===== config.mk =====
export PLATFORM = sky130hd
export DESIGN_NAME = dcir_responder
export DESIGN_NICKNAME = d
export VERILOG_FILES = /design/src/rtl/dcir_pkg.sv /design/src/rtl/dcir_prio_pick.sv /design/src/rtl/dcir_src_state.sv /design/src/rtl/dcir_ack_ctrl.sv /design/src/rtl/dcir_responder.sv
export SDC_FILE = /design/constraint.sdc
export NUM_CORES = 1
export LEC_CHECK = 0
export ABC_CLOCK_PERIOD_IN_PS = 3800
export BUFFER_PORTS_ARGS = -buffer_cell sky130_fd_sc_hd__buf_2
export CAP_MARGIN = 15
export CORE_ASPECT_RATIO = 1.4
export CORE_MARGIN = 2
export CORE_UTILIZATION = 53
export CTS_BUF_LIST = sky130_fd_sc_hd__clkbuf_8
export CTS_CLUSTER_DIAMETER = 50
export CTS_CLUSTER_SIZE = 12
export DETAILED_ROUTE_END_ITERATION = 16
export PLACE_DENSITY = 0.94
export SLEW_MARGIN = 20
export SYNTH_ARGS = -nofsm -noshare
export SYNTH_HDL_FRONTEND = slang
export SYNTH_SLANG_ARGS = --single-unit

===== constraint.sdc =====
create_clock -name clk -period 3.8 [get_ports clk]
set_clock_uncertainty 0.15 [all_clocks]
set_input_delay 0.19 -clock clk [delete_from_list [all_inputs] [get_ports clk]]
set_output_delay 0.19 -clock clk [all_outputs]
set_load 0.02 [all_outputs]

===== src/rtl/dcir_pkg.sv =====
package dcir_pkg;
  localparam int VEC_W  = 8;
  localparam int CODE_W = 3;
  typedef logic [VEC_W-1:0]  vec_t;
  typedef logic [CODE_W-1:0] code_t;
endpackage


===== src/rtl/dcir_prio_pick.sv =====
module dcir_prio_pick #(
  parameter int N = 8
) (
  input  logic [N-1:0]          req,
  output logic                  found,
  output dcir_pkg::code_t       code,
  output logic [N-1:0]          onehot
);
  logic [N-1:0] lower_any;

  assign lower_any[0] = 1'b0;
  genvar g;
  generate
    for (g = 1; g < N; g++) begin : g_prefix
      assign lower_any[g] = lower_any[g-1] | req[g-1];
    end
  endgenerate

  assign onehot = req & ~lower_any;
  assign found  = |req;

  always_comb begin
    code = '0;
    for (int i = 0; i < N; i++) begin
      if (onehot[i]) code = code | dcir_pkg::code_t'(i);
    end
  end
endmodule


===== src/rtl/dcir_src_state.sv =====
module dcir_src_state #(
  parameter int N = 8
) (
  input  logic                  clk,
  input  logic                  rst,
  input  logic [N-1:0]          raise,
  input  logic                  svc_go,
  input  dcir_pkg::code_t       svc_code,
  input  logic                  ius_clr,
  output logic [N-1:0]          pend,
  output logic [N-1:0]          ius
);
  logic [N-1:0]    svc_mask;
  logic [N-1:0]    ius_top;
  logic            ius_found;
  dcir_pkg::code_t ius_code;

  always_comb begin
    svc_mask = '0;
    for (int i = 0; i < N; i++) begin
      if (svc_go && (dcir_pkg::code_t'(i) == svc_code)) svc_mask[i] = 1'b1;
    end
  end

  dcir_prio_pick #(.N(N)) u_ius_pick (
    .req    (ius),
    .found  (ius_found),
    .code   (ius_code),
    .onehot (ius_top)
  );

  always_ff @(posedge clk) begin
    if (rst) begin
      pend <= '0;
      ius  <= '0;
    end else begin
      pend <= (pend & ~svc_mask) | raise;
      ius  <= (ius & ~(ius_clr ? ius_top : '0)) | svc_mask;
    end
  end

  // reset leaves no pending or under-service state
  assert_reset_clears_R1: assert property (@(posedge clk)
    rst |=> (pend == '0 && ius == '0));

  // a new under-service mark only follows a service edge
  assert_ius_needs_service_R7: assert property (@(posedge clk) disable iff (rst)
    ((ius & ~$past(ius)) != '0) |-> $past(svc_go));

  // a clear pulse without a service removes exactly one mark
  assert_clear_one_mark_R8: assert property (@(posedge clk) disable iff (rst)
    (ius_clr && ius_found && !svc_go) |=> ($countones(ius) == $countones($past(ius)) - 1));
endmodule


===== src/rtl/dcir_ack_ctrl.sv =====
module dcir_ack_ctrl (
  input  logic            clk,
  input  logic            rst,
  input  logic            ack_n,
  input  logic            rd_n,
  input  logic            ei,
  input  logic            cand_any,
  input  dcir_pkg::code_t cand_code,
  input  logic            ius_any,
  output logic            eo,
  output logic            bus_oe,
  output logic            svc_go,
  output dcir_pkg::code_t cap_code
);
  logic ack_q;
  logic req_cap;
  logic svc_done;

  always_ff @(posedge clk) begin
    if (rst) begin
      ack_q    <= 1'b0;
      req_cap  <= 1'b0;
      svc_done <= 1'b0;
      cap_code <= '0;
    end else begin
      ack_q <= ~ack_n;
      if (!ack_q && !ack_n) begin
        req_cap  <= cand_any;
        cap_code <= cand_code;
      end else if (ack_n) begin
        req_cap <= 1'b0;
      end
      if (ack_n)       svc_done <= 1'b0;
      else if (svc_go) svc_done <= 1'b1;
    end
  end

  assign bus_oe = ack_q & ~rd_n & ei & req_cap;
  assign svc_go = bus_oe & ~svc_done;
  assign eo     = ei & ~ius_any & ~(ack_q & req_cap);

  // the bus is only driven with the chain enable present
  assert_drive_needs_ei_R5: assert property (@(posedge clk) disable iff (rst)
    bus_oe |-> ei);

  // a device driving its vector blocks the lower chain
  assert_drive_blocks_chain_R4: assert property (@(posedge clk) disable iff (rst)
    bus_oe |-> !eo);
endmodule


===== src/rtl/dcir_responder.sv =====
module dcir_responder #(
  parameter int NSRC = 8
) (
  input  logic            clk,
  input  logic            rst,
  input  logic [NSRC-1:0] raise,
  input  logic [NSRC-1:0] src_en,
  input  logic [7:0]      vec_base,
  input  logic            code_en,
  input  logic            ack_n,
  input  logic            rd_n,
  input  logic            ei,
  input  logic            ius_clr,
  output logic            irq_n,
  output logic            eo,
  output logic [7:0]      vec_out,
  output logic            vec_oe
);
  localparam int CW = dcir_pkg::CODE_W;

  logic [NSRC-1:0] pend;
  logic [NSRC-1:0] ius;
  logic [NSRC-1:0] active;
  logic [NSRC-1:0] blocked;
  logic [NSRC-1:0] eligible;
  logic [NSRC-1:0] elig_onehot;
  logic            elig_any;
  dcir_pkg::code_t elig_code;
  dcir_pkg::code_t cap_code;
  dcir_pkg::code_t svc_code;
  logic            svc_go;

  assign active = pend & src_en;
  assign irq_n  = ~(|active);

  // a source is blocked when it or any higher-priority source is under service
  assign blocked[0] = ius[0];
  genvar g;
  generate
    for (g = 1; g < NSRC; g++) begin : g_block
      assign blocked[g] = blocked[g-1] | ius[g];
    end
  endgenerate
  assign eligible = active & ~blocked;

  dcir_prio_pick #(.N(NSRC)) u_elig_pick (
    .req    (eligible),
    .found  (elig_any),
    .code   (elig_code),
    .onehot (elig_onehot)
  );

  dcir_ack_ctrl u_ack (
    .clk       (clk),
    .rst       (rst),
    .ack_n     (ack_n),
    .rd_n      (rd_n),
    .ei        (ei),
    .cand_any  (elig_any),
    .cand_code (elig_code),
    .ius_any   (|ius),
    .eo        (eo),
    .bus_oe    (vec_oe),
    .svc_go    (svc_go),
    .cap_code  (cap_code)
  );

  assign svc_code = cap_code;

  dcir_src_state #(.N(NSRC)) u_state (
    .clk      (clk),
    .rst      (rst),
    .raise    (raise),
    .svc_go   (svc_go),
    .svc_code (svc_code),
    .ius_clr  (ius_clr),
    .pend     (pend),
    .ius      (ius)
  );

  assign vec_out = code_en ? {vec_base[7:CW], cap_code} : vec_base;

  // the chain is never enabled downstream without enable-in
  assert_eo_needs_ei_R3: assert property (@(posedge clk) disable iff (rst)
    eo |-> ei);

  // the vector holds steady while it is being driven
  assert_vector_steady_R6: assert property (@(posedge clk) disable iff (rst)
    (vec_oe && $past(vec_oe) && $stable(vec_base) && $stable(code_en)) |-> $stable(vec_out));
endmodule


==> metrics.txt <==
status finished with violations; failing checks negative hold slack; Critical Path AT 2.02 ns; first-pass GRT wire length 4.160 mm; Layout area overhead 27.38%; worst reg-to-reg path cell count 5; Slew @ Worst Pin 0.4390 ns; most frequent cells after synthesis dfxtp_1, a21oi_1, nand2_1; LEAKAGE 0.5828 nW; Mapped Cells 132; CTS clk-pin slew, worst paths 0.09 ns; Remaining Overflow, GRT 0; highest clock rate 0.4241 GHz; register area share after synthesis 0.4190; routed wl met3 162 um; top_reg_cell synth dfxtp_1; worst vdd ir 0.4074 mV; pin count of the biggest net entering global routing 21; worst-skew pair later-pin latency 0.26 ns; Worst slew margin 0.7067; Num CTS Buffers 3; CP Max Fanout 8; DR vias/cell 5.958; Pwr Total 0.0005412 W; Final #Nets 200; max-slew violation total from the final report 0; final hold viol count 1; Min-Delay Endpoint u_state.pend[5]$_SDFF_PP0_; Die Span Y 56.69 um; Die Area 2360 sq um; final worst slack 1.442 ns; hold_sp raise[5]; Final setup viols 0; Placer Congestion 0.9012; gr usage total 0.2188; pwr dens 404.3 nW/um^2; DRT met1 WL 973 um; crit end category primary output; Post-Layout Inst Area 1339 sq um; dpl ws 1.595 ns; max cap viols 0; worst reg2reg setup slack 1.58 ns; final period utilization 0.6205; CTS tree built; placed inst area 1187 sq um; Post-synth EDFFs 0; Port-buffer cells 31; antenna violation net count after detailed routing 0; RR Startpoint u_state.ius[0]$_SDFF_PP0_; Startpoint Class register; Post CTS Setup Buffer Count 0; share of the synthesized area in the top cell type 0.4190; Routed Wire Length 2.500 mm; Min-Delay Path Class in -> reg; Clock Path Buffers 2; Row Count 19; Clock Sink Count 22; Synth Register Bits 22; Residual DRC 0; DIE WIDTH 41.64 um; top layer in use met4; Detailed Place HPWL 1.922 mm; via count 1,126; largest cells by area after synthesis dfxtp_1, a21oi_1, nand2_1; Yosys cell types 28; Hold Path Depth 3; reg-to-reg endpoint u_ack.cap_code[2]$_SDFFE_PP0P_; CTS HTree Levels 1; share of post-route cells with drive strength above 1 0.2619; worst hold slack -0.004659 ns; largest area contributor in the netlist dfxtp_1; core box area 1926 sq um; syn_nets 163; Async SR Flop Fraction 0; clock root cell clkbuf_8; Yosys Warn Count 0; diode count 0; vias in the first global route 1,078; Min Clock Period, post-route 2.358 ns; TritonRoute pass-1 iters 10; post-CTS sizing 0; syn_area_per_cell 7.962 sq um; Starting DRT DRC Count 25; setup repair after global routing missed its margin no; count leader, synth dfxtp_1; Post-Syn Area 1051 sq um; CP Class reg -> out; DR WL/cell 13.23 um; Initial Util 0.5458; setup TNS 0 ns; initial antenna violation count 0; WP data required 3.46 ns; # IOs 42; DR WL met2 1.320 mm
report_power, final:
part / leakage, nW / internal, W / switching, W
sequential: 0.181 / 0.000241 / 0.00000863
combinational: 0.366 / 0.0000369 / 0.0000386
clock: 0.0357 / 0.000141 / 0.0000758
total: 0.583 / 0.000418 / 0.000123
final cells by class:
| type | count | area, sq um |
|---|---|---|
| Multi-Input combinational cell | 100 | 554.3 |
| Inverter | 3 | 11.26 |
| Fill cell | 147 | 586.8 |
| Sequential cell | 22 | 440.4 |
| Tap cell | 21 | 26.28 |
| Clock buffer | 3 | 41.29 |
| Clock inverter | 1 | 30.03 |
| Timing Repair Buffer | 39 | 235.2 |
worst max-delay path: stages, from the launching register on:
cell	delay, ns
dfxtp_1	0.38
or4_4	0.57
or4_4	0.46
nor3_1	0.17
buf_2	0.18
timing repair:
action	CTS	global route
hold endpoints to repair	8	0
hold buffers	8	0
endpoints found under the setup margin	0	0
placed cells by master, fill, tap and decap left out, types with 2 or more instances in the layout:
cell and instances:
dlygate4sd3_1 8, or4_4 2, nor2_1 18, mux2_2 3, nand3_1 3, o31ai_1 2, a211oi_1 3, buf_2 31
nand3b_1 4, nand4_1 2, or3_2 2, o21a_1 2, dfxtp_1 22, nand2_1 19, inv_1 3, clkbuf_8 3
nor3_1 5, o21ai_0 5, nor4_1 2, a21oi_1 19
worst max path at each step:
stage                                          from                             end  slack [ns]  cells after the start
after floorplan           u_state.ius[0]$_SDFF_PP0_                              eo        1.63                      3
after detailed placement  u_state.ius[0]$_SDFF_PP0_  u_ack.cap_code[2]$_SDFFE_PP0P_        1.59                      5
after global routing      u_state.ius[0]$_SDFF_PP0_                              eo        1.38                      4
after CTS                 u_state.ius[0]$_SDFF_PP0_                              eo        1.45                      4
after global placement    u_state.ius[0]$_SDFF_PP0_  u_ack.cap_code[2]$_SDFFE_PP0P_        1.69                      5
final                     u_state.ius[0]$_SDFF_PP0_                              eo        1.44                      4
per-stage QoR:
stage	utilization	instances
after global placement	0.6166	177
final	0.6953	189
after detailed placement	0.6166	177
after floorplan	-	132
after global routing	0.6953	189
after CTS	0.6953	189
metal layers:
layer	track usage	up-vias
li1	-	542
met2	0.4219	54
met5	0	-
met1	0.2153	522
met3	0.05145	8
met4	0.08756	0
cell families after synthesis:
logic type      Yosys count  share of synthesized area
mux                       3                    0.03214
buf+inv                  10                    0.05358
flops                    22                     0.4190
compound gates           36                     0.2059
simple gates             61                     0.2893
sequential cells by signal (all words and copies together) (netlist names):
register / flops
u_ack.cap_code: 3
u_ack.svc_done: 1
u_state.ius: 8
u_state.pend: 8
u_ack.req_cap: 1
u_ack.ack_q: 1
No activity file was read; power rests on OpenSTA's default activity.
